[config.mk]
export PLATFORM = sky130hd
export DESIGN_NAME = meas_slot_seq
export DESIGN_NICKNAME = d
export VERILOG_FILES = /design/src/rtl/slotseq_pkg.sv /design/src/rtl/slotseq_sync.sv /design/src/rtl/slotseq_gap_timer.sv /design/src/rtl/slotseq_slot_map.sv /design/src/rtl/meas_slot_seq.sv
export SDC_FILE = /design/constraint.sdc
export NUM_CORES = 1
export LEC_CHECK = 0
export BUFFER_PORTS_ARGS = -buffer_cell sky130_fd_sc_hd__buf_2
export CAP_MARGIN = 10
export CORE_UTILIZATION = 35
export DETAILED_ROUTE_END_ITERATION = 10
export HOLD_SLACK_MARGIN = 0.1
export PLACE_DENSITY_LB_ADDON = 0.15
export SLEW_MARGIN = 40
export SYNTH_ARGS = -nofsm -noshare
export SYNTH_HDL_FRONTEND = slang
export SYNTH_SLANG_ARGS = --single-unit
[constraint.sdc]
create_clock -name clk -period 4.46 [get_ports clk]
set_input_delay 0.223 -clock clk [delete_from_list [all_inputs] [get_ports clk]]
set_output_delay 0.223 -clock clk [all_outputs]
set_load 0.01 [all_outputs]
[src/rtl/slotseq_pkg.sv]
package slotseq_pkg;

  typedef enum logic [1:0] {
    EN_FULL      = 2'b00,
    EN_LIMITED   = 2'b01,
    EN_STANDBY   = 2'b10,
    EN_STANDBY_X = 2'b11
  } en_lvl_e;

  typedef enum logic [1:0] {
    ROLE_FIRST  = 2'b00,
    ROLE_SOLO   = 2'b01,
    ROLE_SECOND = 2'b10,
    ROLE_SOLO_X = 2'b11
  } role_e;

  typedef enum logic [1:0] {
    ST_IDLE = 2'b00,
    ST_GAP  = 2'b01,
    ST_RUN  = 2'b10
  } seq_state_e;

endpackage

[src/rtl/slotseq_sync.sv]
module slotseq_sync #(
  parameter int STAGES = 2
) (
  input  logic clk,
  input  logic rst_n,
  input  logic sel_async,
  output logic rise,
  output logic fall
);
  logic [STAGES:0] chain_q, chain_d;

  always_comb chain_d = {chain_q[STAGES-1:0], sel_async};

  always_ff @(posedge clk or negedge rst_n) begin
    if (!rst_n) chain_q <= '0;
    else        chain_q <= chain_d;
  end

  assign rise =  chain_q[STAGES-1] & ~chain_q[STAGES];
  assign fall = ~chain_q[STAGES-1] &  chain_q[STAGES];
endmodule

[src/rtl/slotseq_gap_timer.sv]
module slotseq_gap_timer #(
  parameter int TICK_DIV = 25000,
  parameter int HOLD_MAX = 140
) (
  input  logic                             clk,
  input  logic                             rst_n,
  input  logic                             restart,
  output logic [$clog2(HOLD_MAX+1)-1:0]    hold_ticks,
  output logic                             hold_full
);
  localparam int PRE_W  = (TICK_DIV > 1) ? $clog2(TICK_DIV) : 1;
  localparam int HOLD_W = $clog2(HOLD_MAX + 1);
  localparam logic [PRE_W-1:0]  PRE_LAST = PRE_W'(TICK_DIV - 1);
  localparam logic [HOLD_W-1:0] HOLD_TOP = HOLD_W'(HOLD_MAX);

  logic [PRE_W-1:0]  pre_q, pre_d;
  logic [HOLD_W-1:0] hold_q, hold_d;
  logic              tick;

  assign tick = (pre_q == PRE_LAST);

  always_comb begin
    pre_d  = pre_q;
    hold_d = hold_q;
    if (restart) begin
      pre_d  = '0;
      hold_d = '0;
    end else begin
      pre_d = tick ? '0 : pre_q + PRE_W'(1);
      if (tick && (hold_q != HOLD_TOP)) hold_d = hold_q + HOLD_W'(1);
    end
  end

  always_ff @(posedge clk or negedge rst_n) begin
    if (!rst_n) begin
      pre_q  <= '0;
      hold_q <= '0;
    end else begin
      pre_q  <= pre_d;
      hold_q <= hold_d;
    end
  end

  assign hold_ticks = hold_q;
  assign hold_full  = (hold_q == HOLD_TOP);
endmodule

[src/rtl/slotseq_slot_map.sv]
module slotseq_slot_map
  import slotseq_pkg::*;
#(
  parameter int N_CH   = 4,
  parameter int CH_W   = 3,
  parameter int SLOT_W = 4
) (
  input  logic [N_CH-1:0]   present,
  input  logic [1:0]        mode,
  input  logic [SLOT_W-1:0] slot,
  output logic [SLOT_W:0]   total,
  output logic [CH_W-1:0]   ch,
  output logic              kind,
  output logic              own
);
  localparam int TOT_W = SLOT_W + 1;

  logic [N_CH:0]    chain;
  logic [TOT_W-1:0] live, span, pos, local_pos;
  role_e            role;
  logic             paired, upper;

  assign chain[0] = 1'b1;
  for (genvar g = 0; g < N_CH; g++) begin : g_prefix
    assign chain[g+1] = chain[g] & present[g];
  end

  always_comb begin
    live      = TOT_W'($countones(chain[N_CH:1]));
    span      = live << 1;
    role      = role_e'(mode);
    paired    = (role == ROLE_FIRST) || (role == ROLE_SECOND);
    total     = paired ? (span << 1) : span;
    pos       = {1'b0, slot};
    upper     = (pos >= span);
    local_pos = (paired && upper) ? (pos - span) : pos;
    ch        = CH_W'(local_pos >> 1);
    kind      = slot[0];
    own       = !paired || ((role == ROLE_FIRST) && !upper) ||
                ((role == ROLE_SECOND) && upper);
  end
endmodule

[src/rtl/meas_slot_seq.sv]
module meas_slot_seq
  import slotseq_pkg::*;
#(
  parameter int N_CH        = 4,
  parameter int CH_W        = 3,
  parameter int TICK_DIV    = 25000,
  parameter int ARM_MIN     = 59,
  parameter int ARM_MAX     = 97,
  parameter int TIMEOUT     = 140,
  parameter int SYNC_STAGES = 2
) (
  input  logic                        clk,
  input  logic                        rst_n,
  input  logic                        sel_raw,
  input  logic [1:0]                  en_state,
  input  logic [1:0]                  mode,
  input  logic [N_CH-1:0]             ch_present,
  output logic [$clog2(4*N_CH)-1:0]   slot_idx,
  output logic [CH_W-1:0]             ch_sel,
  output logic                        kind_sel,
  output logic                        drive_en
);
  localparam int SLOT_W = $clog2(4 * N_CH);
  localparam int TOT_W  = SLOT_W + 1;
  localparam int HOLD_W = $clog2(TIMEOUT + 1);

  logic              sel_rise, sel_fall;
  logic [HOLD_W-1:0] hold_ticks;
  logic              hold_full, in_win, run_allowed;
  logic [TOT_W-1:0]  total_slots, slot_inc;
  logic              map_own;

  seq_state_e        st_q, st_d;
  logic [SLOT_W-1:0] slot_q, slot_d;

  slotseq_sync #(.STAGES(SYNC_STAGES)) u_sync (
    .clk(clk), .rst_n(rst_n), .sel_async(sel_raw),
    .rise(sel_rise), .fall(sel_fall)
  );

  slotseq_gap_timer #(.TICK_DIV(TICK_DIV), .HOLD_MAX(TIMEOUT)) u_timer (
    .clk(clk), .rst_n(rst_n), .restart(sel_rise | sel_fall),
    .hold_ticks(hold_ticks), .hold_full(hold_full)
  );

  slotseq_slot_map #(.N_CH(N_CH), .CH_W(CH_W), .SLOT_W(SLOT_W)) u_map (
    .present(ch_present), .mode(mode), .slot(slot_q),
    .total(total_slots), .ch(ch_sel), .kind(kind_sel), .own(map_own)
  );

  assign run_allowed = (en_lvl_e'(en_state) == EN_FULL);
  assign in_win      = (hold_ticks >= HOLD_W'(ARM_MIN)) &&
                       (hold_ticks <= HOLD_W'(ARM_MAX));
  assign slot_inc    = {1'b0, slot_q} + TOT_W'(1);

  always_comb begin
    st_d   = st_q;
    slot_d = slot_q;
    if (!run_allowed) begin
      st_d   = ST_IDLE;
      slot_d = '0;
    end else begin
      case (st_q)
        ST_IDLE: if (sel_fall) st_d = ST_GAP;
        ST_GAP: begin
          slot_d = '0;
          if (hold_full) st_d = ST_IDLE;
          else if (sel_rise)
            st_d = (in_win && (total_slots != '0)) ? ST_RUN : ST_IDLE;
        end
        ST_RUN: begin
          if (hold_full) begin
            st_d   = ST_IDLE;
            slot_d = '0;
          end else if (sel_rise) begin
            slot_d = (slot_inc >= total_slots) ? '0 : slot_inc[SLOT_W-1:0];
          end
        end
        default: begin
          st_d   = ST_IDLE;
          slot_d = '0;
        end
      endcase
    end
  end

  always_ff @(posedge clk or negedge rst_n) begin
    if (!rst_n) begin
      st_q   <= ST_IDLE;
      slot_q <= '0;
    end else begin
      st_q   <= st_d;
      slot_q <= slot_d;
    end
  end

  assign slot_idx = slot_q;
  assign drive_en = (st_q == ST_RUN) && map_own;
endmodule

* Word-level counts from Yosys, hierarchy flattened
Index checks and enable logic that the tools add are counted.
** Cells by class
- Add/subtract/negate cells :: 7
- Order comparisons :: 4
- Equal/unequal tests :: 11
- Mux-type cells :: 18
- Bitwise logic cells :: 8
- Reductions and logical operators :: 19
** Operator list (number)
- $mux W15 :: 2
- $mux W4 :: 5
- $mux W8 :: 2
- $add A15 B1 Y15 const B :: 1
- $eq A15 B15 Y1 const B :: 1
- $mux W2 :: 6
- $add A8 B1 Y8 const B :: 1
- $eq A8 B8 Y1 const B :: 1
- $ge A8 B6 Y1 const B :: 1
- $le A8 B7 Y1 const B :: 1
- $ne A4 B4 Y1 const B :: 2
- $ne A8 B8 Y1 const B :: 1
- $pmux W4 S2 :: 1
- $logic_and A1 B1 Y1 :: 7
- $logic_not A2 Y1 :: 3
- $ne A3 B3 Y1 const B :: 2
- $pmux W2 S3 :: 1
- $add A4 B1 Y5 const B :: 1
- $and A1 B1 Y1 :: 5
- $ge A4 B5 Y1 :: 1
- $ge A5 B5 Y1 :: 1
- $mux W5 :: 1
- $reduce_bool A5 Y1 :: 1
- $add A1 B1 Y2 :: 2
- other kinds (12) :: 17
** Storage, ports and cells
- Bits in registers :: 32
- Logic and storage cells :: 72

* Longest topological paths before layout
- Depth after elaboration :: 13
- Mapped depth :: 12
- Mapped depth without buffers :: 12

* Cells and area by module
A second synthesis with hierarchy kept.
** Unflattened totals
- Cells, all modules :: 230
- Area, all modules :: 2177.1 um2
** Modules (own cells, without submodules)
- slotseq_gap_timer :: times used 1, cells each 123, area an instance 1222.4 um2, sequential area each 575.6 um2
- meas_slot_seq :: times used 1, cells each 67, area an instance 564.3 um2, sequential area each 150.1 um2
- slotseq_slot_map :: times used 1, cells each 35, area an instance 300.3 um2, sequential area each 0.0 um2
- slotseq_sync :: times used 1, cells each 5, area an instance 90.1 um2, sequential area each 75.1 um2

* Least setup slack after synthesis
Ideal clock, no wire load.
- Kind :: in2reg
- Start point :: in ch_present[3]
- End point :: reg slot_q[2] (netlist: slot_idx[2])
- Library setup time :: 0.083 ns
- Arrival :: 2.558 ns
- Data required time :: 4.377 ns
- Setup slack :: 1.819 ns
- Cell stages on the path :: 11
- Buffers on the path :: 0
- Cell sequence :: nand2_1 -> a21boi_0 -> ha_1 -> xor2_1 -> inv_1 -> o21ai_0 -> ha_1 -> a21o_1 -> a2111oi_0 -> a21oi_1 -> o22ai_1
** On the way
- Cells in the longest elaborated chain, start to end :: 10
** RTL lines
- start, declared :: line meas_slot_seq.sv:17 : input logic [N_CH-1:0] ch_present,
- $and A1 B1 Y1 :: line slotseq_slot_map.sv:25 : assign chain[g+1] = chain[g] & present[g];
- $add A1 B1 Y2 (not written as such) :: line slotseq_slot_map.sv:29 : live = TOT_W'($countones(chain[N_CH:1]));
- $add A2 B2 Y3 (not written as such) :: line slotseq_slot_map.sv:29
- $mux W5 :: line slotseq_slot_map.sv:33 : total = paired ? (span << 1) : span;
- $ge A5 B5 Y1 :: line meas_slot_seq.sv:76 : slot_d = (slot_inc >= total_slots) ? '0 : slot_inc[SLOT_W-1:0];
- $mux W4 :: line meas_slot_seq.sv:76
- $mux W4 :: line meas_slot_seq.sv:75 : end else if (sel_rise) begin
- $mux W4 :: line meas_slot_seq.sv:72 : if (hold_full) begin
- $pmux W4 S2 :: line meas_slot_seq.sv:63 : case (st_q)
- $mux W4 :: line meas_slot_seq.sv:59 : if (!run_allowed) begin
- end signal, assigned :: line meas_slot_seq.sv:93 : slot_q <= slot_d;
- end, declared :: line meas_slot_seq.sv:34 : logic [SLOT_W-1:0] slot_q, slot_d;
No other way between the ends. The select of a mux whose other input is x is not followed.
A chain may end at the register's enable or synchronous reset.

* Final worst setup path
- Start point :: in ch_present[0]
- End point :: out ch_sel[2]
** On the way
- Cells in the longest elaborated chain, start to end :: 8
- Elaborated cells between the ends (all ways) :: 10
** RTL lines
- $and A1 B1 Y1 (3 in series) :: line slotseq_slot_map.sv:25
- $add A1 B1 Y2 (not written as such) :: line slotseq_slot_map.sv:29
- $add A2 B2 Y3 (not written as such) (*) :: line slotseq_slot_map.sv:29
- $ge A4 B5 Y1 :: line slotseq_slot_map.sv:35 : upper = (pos >= span);
- $logic_and A1 B1 Y1 :: line slotseq_slot_map.sv:36 : local_pos = (paired && upper) ? (pos - span) : pos;
- $mux W4 (*) :: line slotseq_slot_map.sv:36
- end, declared :: line meas_slot_seq.sv:19 : output logic [CH_W-1:0] ch_sel,
Mark *: on every way between the ends. The rest lies on a longest branch, timed or not.

==> results.yml <==
synthesis:
  yosysWarnings: 0
  yosysTopAreaCellShare_pct: 39.5
  synth_top_family_by_area: "simple AND/OR/NAND/NOR gates"
  ys_async_sr_fraction_pct: 100
  synth_top_area_cell: "dfrtp_1"
  yosysUniqueCellTypes: 44
  synth-xor-area-share_pct: 10.4
  synth_edf_count: 0
  yosys.area_share.adder_pct: 12.5
  avgSynthCellArea_um2: 9.62
  synthTopCellsByArea: "dfrtp_1 (39%), ha_1 (10%), xor2_1 (6.5%)"
  synthMostInstantiatedCell: "dfrtp_1"
  synth_top_flop_cell: "dfrtp_1"
  synth-seq-area-share_pct: 39.5
  synthesis.nets: 241
  synth_common_cells: "dfrtp_1 (32), nor2_1 (23), nand2_1 (18)"
  synthSimpleGateAreaFrac_pct: 25.0
  synthCells: 211
  ys_seq_elements: 32
  synth_compound_area_share_pct: 6.78
  muxShareOfSynthArea_pct: 2.03
  synthesis.area_mm2: 0.00203
timing:
  timing.fmax_mhz: 343
  hold_violations: 0
  drv_slew: 0
  finalSetupViolations: 0
  setup_tns_ns: 0
  skew_ns: 0.00687
  fin_hold_ws_ns: 0.233
  timing.final.crit_share_pct: 65.3
  timing.final.crit_period_ns: 2.91
  rsz0062_at_grt: "false"
  maxSlewHeadroom_pct: 51.6
  layout_setup_ws_ns: 1.55
  worstMarginPinSlew_ns: 0.725
place:
  place_congestion: 0.733
  io_buffers: 19
  dpl_worst_slack_ns: 1.49
  hpwl_mm: 2.80
clock_tree:
  clk_pin_slew_ns: 0.06
  cts-root-buf: "clkbuf_8"
  cts_tree: "yes"
  clock_path_buffers: 2
  cts.sinks: 32
  insertion_delay_ns: 0.28
  hold_buffers: 2
  cts_resized: 0
  post_cts_buffers: 0
  cts_made_buffers: 5
  cts_max_level: 2
global_routing:
  grt_pass1_vias: 1447
  grt_pass1_wl_mm: 6.83
  grt_use_total_pct: 14.2
  antenna_found_initial: 0
  grt.overflow.total: 0
  grt_max_degree: 33
cells_and_area:
  n_fill_cell: 573
  synthToLayoutAreaGrowth_pct: 13.5
  drive_gt1_share_pct: 13.6
  nets: 265
  num_antenna_cells: 0
  final_core_util_pct: 41.6
worst_setup_path:
  r2r_setup_slack_ns: 2.07
  crit_type: "in -> out"
  critPathRequiredTime_ns: 4.24
  cp-end-kind: "primary output"
  cp_max_fo: 5
  start_kind: "input port"
  path_cells: "buf_2 -> a21boi_0 -> ha_1 -> xor2_1 -> inv_1 -> fa_1 -> inv_1 -> fa_1 -> a41oi_1 -> nor2_1 -> mux2_2 -> buf_2"
  crit_path_top_delay_cell: "fa_1"
  crit_path_max_incr_delay_ns: 0.39
  cp.arrival_ns: 2.69
power:
  p_leak_nw: 1.11
  pwr-share-comb_pct: 10.5
  p_per_area_mw_per_mm2: 257
  seqPwrFrac_pct: 51.1
  p_sw_share_pct: 24.8
  ir_drop_uv: 164
  total_power_uw: 591
  p_int_uw: 444
  pwr-share-clk_pct: 38.4
  p_sw_uw: 147
detailed_routing:
  dr.pass1.iters: 4
  wl_per_cell_um: 12.1
  viasPerCell: 4.79
  drt_wl_total_mm: 3.73
  ant_nets: 0
  drt_iter0_drc: 34
  vias: 1474
  route.detailed.drc: 0
floorplan:
  die_h_um: 78.1
  dieArea_mm2: 0.00611
  core_area_mm2: 0.00554
  start_util_pct: 36.6
  die_w_um: 78.1
  io_pins: 20
  num_rows: 27
flow_run:
  max-cap-violations: 0
worst_hold_path:
  hp-class: "in -> reg"
run_status:
  outcome: "finished clean"
[power groups by stage]
stage               clock [mW]  combinational [mW]  sequential (mW)
floorplan                    0              0.0375            0.306
global placement             0              0.0609            0.307
detailed placement           0              0.0620            0.308
CTS                      0.237              0.0638            0.302
global route             0.253              0.0738            0.303
finish                   0.227              0.0619            0.302
[through the flow]
stage	cells	area, um^2
after floorplan	211	2030
after global placement	298	2190
after detailed placement	298	2190
after CTS	308	2300
after global routing	308	2300
final	308	2300
[critical path: cells and delay by family]
family | cells | cell delay [ns]
adders and majority gates | 3 | 0.80
buffers and inverters | 4 | 0.42
muxes | 1 | 0.37
AOI/OAI and AO/OA | 2 | 0.34
and+or+nand+nor | 1 | 0.28
xor gates and xnor gates | 1 | 0.24
[area by class of cell]
type	count	area [um^2]	share of cell area [%]
Timing Repair Buffer	21	118	5.11
Multi-Input combinational cell	161	1150	49.9
Inverter	14	52.6	2.28
Clock buffer	6	82.6	3.59
Tap cell	72	90.1	3.91
Clock inverter	2	10.0	0.435
Sequential cell	32	801	34.8
[registers in the layout, indices dropped and copies added (netlist names)]
name	cells
u_sync.chain_q	3
slot_idx	4
st_q	2
u_timer.pre_q	15
u_timer.hold_ticks	8
[routing by layer]
metal | wire length, um | GRT usage, % | up-vias
li1 | - | - | 767
met4 | 49 | 4.44 | 0
met3 | 121 | 3.02 | 5
met2 | 1650 | 22.1 | 21
met5 | 0 | 0 | -
met1 | 1910 | 19.7 | 681
[path summary, 6_finish.rpt]
check,startpoint,to,depth (start not counted)
min reg2reg,u_sync.chain_q[0],u_sync.chain_q[1],0
max in group asynchronous,rst_n,u_timer.pre_q[2],2
min,en_state[0],st_q[0],3
max,ch_present[0],ch_sel[2],12
max reg2reg,u_timer.pre_q[10],u_timer.hold_ticks[6],5
min in group asynchronous,rst_n,st_q[0],2
[cell usage in the layout, fill, tap and decap left out, drive strengths merged, types with 3 or more instances in the layout]
master,netlist,final
o21ai,7,7
nand2b,3,3
xor2,15,15
xnor2,9,9
clkbuf,1,6
ha,17,17
nor4,3,3
a21oi,3,3
nor3,6,6
inv,14,14
nand3,13,13
nand2,18,18
nor3b,3,3
nor2,23,23
and3,6,6
dfrtp,32,32
buf,3,19
and2,8,8
mux2i,3,3
[logic make-up after synthesis]
| logic type | count (synthesis) |
|---|---|
| flops | 32 |
| compound gates | 21 |
| simple gates | 93 |
| xor+xnor | 24 |
| buf+inv | 18 |
| mux | 4 |
| fa+ha+maj | 19 |
(Power assumes the default switching activity.)
